File: src/rtl/sys_reset_pkg.sv
package sys_reset_pkg;

    // State of the request-pulse shaper
    typedef enum logic [0:0] {
        PS_IDLE = 1'b0,
        PS_FIRE = 1'b1
    } pulse_state_t;

    localparam int unsigned DEF_ADDR_W = 16;
    localparam int unsigned DEF_DATA_W = 8;

endpackage

File: src/rtl/sys_reset_decode.sv
module sys_reset_decode #(
    parameter int unsigned ADDR_W    = 16,
    parameter logic [ADDR_W-1:0] PORT_ADDR = 16'h0CF9
) (
    input  logic [ADDR_W-1:0] io_addr,
    input  logic              io_wr,
    input  logic              io_rd,
    output logic              wr_hit,
    output logic              rd_hit
);

    logic match;

    // Full-width compare: every address bit takes part
    assign match  = (io_addr == PORT_ADDR);
    assign wr_hit = match && io_wr;
    assign rd_hit = match && io_rd;

endmodule

File: src/rtl/sys_reset_store.sv
module sys_reset_store #(
    parameter int unsigned DATA_W   = 8,
    parameter int unsigned TRIG_BIT = 2,
    parameter int unsigned TYPE_BIT = 1
) (
    input  logic              clk,
    input  logic              rst_n,
    input  logic              wr_hit,
    input  logic [DATA_W-1:0] wdata,
    output logic [DATA_W-1:0] stored,
    output logic              trig
);

    localparam logic [DATA_W-1:0] KEEP_MASK = DATA_W'(1) << TYPE_BIT;

    logic trig_wr;
    logic load_wr;

    assign trig_wr = wr_hit && wdata[TRIG_BIT];
    assign load_wr = wr_hit && !wdata[TRIG_BIT];
    assign trig    = trig_wr;

    always_ff @(posedge clk) begin
        if (!rst_n) begin
            stored <= '0;
        end else if (load_wr) begin
            stored <= wdata & KEEP_MASK;
        end
    end

    // a trigger write must not disturb the stored byte
    p_trig_hold_r2: assert property (@(posedge clk) disable iff (!rst_n)
        (wr_hit && wdata[TRIG_BIT]) |=> $stable(stored));

    // nothing changes without a qualified write
    p_no_write_hold_r7: assert property (@(posedge clk) disable iff (!rst_n)
        !wr_hit |=> $stable(stored));

    // after a plain write only the type bit may survive
    p_type_only_r3: assert property (@(posedge clk) disable iff (!rst_n)
        (wr_hit && !wdata[TRIG_BIT]) |=> ((stored & ~KEEP_MASK) == '0));

endmodule

File: src/rtl/sys_reset_pulse.sv
module sys_reset_pulse
    import sys_reset_pkg::*;
(
    input  logic clk,
    input  logic rst_n,
    input  logic trig,
    output logic rst_req
);

    pulse_state_t state_q;
    pulse_state_t state_d;

    // State register
    always_ff @(posedge clk) begin
        if (!rst_n) begin
            state_q <= PS_IDLE;
        end else begin
            state_q <= state_d;
        end
    end

    // Next state and output
    always_comb begin
        state_d = state_q;
        rst_req = 1'b0;
        unique case (state_q)
            PS_IDLE: begin
                if (trig) begin
                    state_d = PS_FIRE;
                end
            end
            PS_FIRE: begin
                rst_req = 1'b1;
                state_d = PS_IDLE;   // a trigger arriving here is dropped
            end
            default: begin
                state_d = PS_IDLE;
            end
        endcase
    end

    // the request never lasts longer than one cycle
    p_single_cycle_r6: assert property (@(posedge clk) disable iff (!rst_n)
        rst_req |=> !rst_req);

    // every rising request is caused by a trigger on the previous edge
    p_pulse_cause_r6: assert property (@(posedge clk) disable iff (!rst_n)
        $rose(rst_req) |-> $past(trig));

endmodule

File: src/rtl/sys_reset_port.sv
module sys_reset_port
    import sys_reset_pkg::*;
#(
    parameter int unsigned ADDR_W    = DEF_ADDR_W,
    parameter int unsigned DATA_W    = DEF_DATA_W,
    parameter logic [ADDR_W-1:0] PORT_ADDR = 16'h0CF9,
    parameter int unsigned TRIG_BIT  = 2,
    parameter int unsigned TYPE_BIT  = 1
) (
    input  logic              clk,
    input  logic              rst_n,
    input  logic [ADDR_W-1:0] io_addr,
    input  logic [DATA_W-1:0] io_wdata,
    input  logic              io_wr,
    input  logic              io_rd,
    output logic [DATA_W-1:0] io_rdata,
    output logic              rst_req
);

    logic              wr_hit;
    logic              rd_hit;
    logic              trig;
    logic [DATA_W-1:0] stored;

    sys_reset_decode #(
        .ADDR_W    (ADDR_W),
        .PORT_ADDR (PORT_ADDR)
    ) u_decode (
        .io_addr (io_addr),
        .io_wr   (io_wr),
        .io_rd   (io_rd),
        .wr_hit  (wr_hit),
        .rd_hit  (rd_hit)
    );

    sys_reset_store #(
        .DATA_W   (DATA_W),
        .TRIG_BIT (TRIG_BIT),
        .TYPE_BIT (TYPE_BIT)
    ) u_store (
        .clk    (clk),
        .rst_n  (rst_n),
        .wr_hit (wr_hit),
        .wdata  (io_wdata),
        .stored (stored),
        .trig   (trig)
    );

    sys_reset_pulse u_pulse (
        .clk     (clk),
        .rst_n   (rst_n),
        .trig    (trig),
        .rst_req (rst_req)
    );

    // Readback: zero unless a matching read is in progress
    assign io_rdata = rd_hit ? stored : '0;

    // read data is zero outside a matching read
    p_rdata_quiet_r7: assert property (@(posedge clk) disable iff (!rst_n)
        !(io_rd && (io_addr == PORT_ADDR)) |-> (io_rdata == '0));

    // without a write strobe no new request can start
    p_strobe_needed_r9: assert property (@(posedge clk) disable iff (!rst_n)
        !io_wr |=> !$rose(rst_req));

    // a write to another address cannot start a request
    p_decode_r1: assert property (@(posedge clk) disable iff (!rst_n)
        (io_addr != PORT_ADDR) |=> !$rose(rst_req));

endmodule

File: config.mk
export PLATFORM = sky130hd
export DESIGN_NAME = sys_reset_port
export DESIGN_NICKNAME = d
export VERILOG_FILES = /design/src/rtl/sys_reset_pkg.sv /design/src/rtl/sys_reset_decode.sv /design/src/rtl/sys_reset_store.sv /design/src/rtl/sys_reset_pulse.sv /design/src/rtl/sys_reset_port.sv
export SDC_FILE = /design/constraint.sdc
export NUM_CORES = 1
export LEC_CHECK = 0
export BUFFER_PORTS_ARGS = -buffer_cell sky130_fd_sc_hd__buf_4
export CORE_AREA = 2 2 39 41
export CTS_CLUSTER_DIAMETER = 60
export DETAILED_ROUTE_END_ITERATION = 8
export DIE_AREA = 0 0 41 43
export PLACE_DENSITY = 0.53
export SYNTH_ARGS = -nofsm -noshare
export SYNTH_HDL_FRONTEND = slang
export SYNTH_SLANG_ARGS = --single-unit
File: constraint.sdc
create_clock -name clk -period 2.1 [get_ports clk]
set_clock_uncertainty 0.2 [all_clocks]
set_input_delay 0.315 -clock clk [delete_from_list [all_inputs] [get_ports clk]]
set_output_delay 0.315 -clock clk [all_outputs]
set_load 0.01 [all_outputs]
==> metrics <==
clk slew on worst S/H paths 30 ps; # diodes 0; WL final 531 µm; Leakage 0.222 nW; DR WL/cell 8.17 µm; Tcrit/Tclk final 97.2%; Synth Area per Inst 8.87 µm²; Iteration-0 DRC Markers 4; post-synthesis sequential area ratio 20.5%; Max Freq 490 MHz; gpl congestion 0.605; CTS buffer count 3; Max IR drop VDD 0.123 mV; Final Non-Filler Cells 65; gr busiest metal met2; P&R area growth vs syn 109%; commonest cells in the synthesized netlist buf_4, dfxtp_1, nand2_1, nand4b_1, or4b_1; Max clock buf depth 2; I/O pin cnt 37; vias in the first global route 226; 1st-pass router iterations 2; core footprint 1380 µm²; status finished clean; Worst Path Arrival 1530 ps; Setup TNS Final 0 ps; Hold Path Depth 3; GR Util met2 9.69%; Buffers on Ports 23; crit path launch type input pin; nets 79; die area 1760 µm²; Async SR Flop Fraction 0%; Syn. warnings 0; initial core utilization 14.1%; Num Clock Sinks 2; DPL Wire Length 451 µm; grt total ovfl 0; reg-to-reg slack, setup 1210 ps; pre-CTS setup slack -33.3 ps; via count 255; fin crit period 2040 ps; Max Slew Vio Count 0; met1 Resource Use GR 5.43%; layout cell share with drive strength beyond 1 65.3%; most common cell in the netlist buf_4; via/cell ratio 3.92; Rows 14; Chip Width 41 µm; Min-Delay Startpoint io_wdata[1]; DRT antenna net count 0; worst reg2reg path depth 2; Die Height 43 µm; Max Cap Viol 0; HP Class in -> reg; CP Class in -> out; Overall Global Routing Usage 6.71%; mapped cell area 195 µm²; Worst R2R Start u_pulse.state_q$_SDFF_PP0_; Yosys reg bits 2; post-synth top area share 26.9%; crit-path max FO 2; setup violators final 0; number of hold violations in the final report 0; Clk Latency, worst-skew pair 220 ps; final worst slack 57.9 ps; CTS tree built; P per Cell Area 404 nW/µm²; CP endpoint kind output pin; Remaining DRCs 0; EDFF count, synth 0; H-tree Lvls 1; synth top area cells buf_4, dfxtp_1, or4b_1; largest net degree at the start of global routing 4; synth unique cells 12; cell count after synthesis 22; initial antenna violation count 0; Worst EP required 1580 ps; M3 GR Usage 3.66%; predominant post-synthesis flop cell dfxtp_1; area leader, netlist buf_4; cell count after placement 60; worst hold slack 147 ps; first-pass GRT wire length 724 µm; Root Buffer clkbuf_4; crit path from io_addr[13]; Layout fillers 150
-- final timing paths --
check	end
min reg2reg	u_store.stored[1]$_SDFFE_PN0P_
max reg2reg	u_pulse.state_q$_SDFF_PP0_
min	u_store.stored[1]$_SDFFE_PN0P_
max	io_rdata[1]
-- state kept, by name (all words and copies together) (netlist names) --
name             cells
u_store.stored       1
u_pulse.state_q      1
-- layout make-up --
class / count / area, µm² / area share (%)
sequential: 2 / 40.0 / 9.82
clock buffer: 3 / 22.5 / 5.52
multi-input combinational: 19 / 138 / 33.7
timing repair buffer: 25 / 188 / 46.0
tap: 16 / 20.0 / 4.91
-- timing repair --
action                                  in CTS  in global routing
pin swaps                                    1                  1
hold buffers                                 0                  0
endpoints found under the setup margin       1                  1
resized for setup                            1                  1
buffers inserted                             1                  1
-- cells in the final DEF (no fill, tap or decap) --
master    instances
and3_2            1
nor4_4            1
or4b_1            1
buf_4            25
or4b_4            1
conb_1            7
clkbuf_4          3
mux2i_1           1
and4_2            1
dfxtp_1           2
nand4b_1          2
nor2b_1           1
nand2_1           2
nand3b_1          1
-- metal layers --
metal | wire length, µm | part of all wire [%]
met1 | 151 | 28
met2 | 274 | 52
met3 | 105 | 20
met4 | 0 | 0
met5 | 0 | 0
-- stage by stage --
step                area, µm²  power [mW]  utilization [%]
finish                    408       0.165             29.5
global route              408       0.180             29.5
CTS                       397       0.169             28.7
detailed placement        358      0.0780             25.9
global placement          358      0.0775             25.9
floorplan                 218      0.0579                -
-- power breakdown --
group	internal (mW)	switching, mW
Combinational	0.0276	0.0131
Sequential	0.0383	0.0000000619
Clock	0.0631	0.0227
Total	0.129	0.0359
-- logic make-up (layout without fill, tap and decap cells) --
kind of cell / Yosys count / count (layout) / share of synthesized area, %
AND/OR/NAND/NOR: 11 / 11 / 45.5
multiplexers: 1 / 1 / 5.13
flip-flops: 2 / 2 / 20.5
buffers and inverters: 7 / 28 / 26.9
other: 1 / 7 / 1.92
-- worst max-delay path: stages --
cell    delay [ps]
buf_4          110
or4b_4         530
nor4_4         260
and3_2         210
buf_4          110
Note: power is estimated with default switching activity, not from simulation.
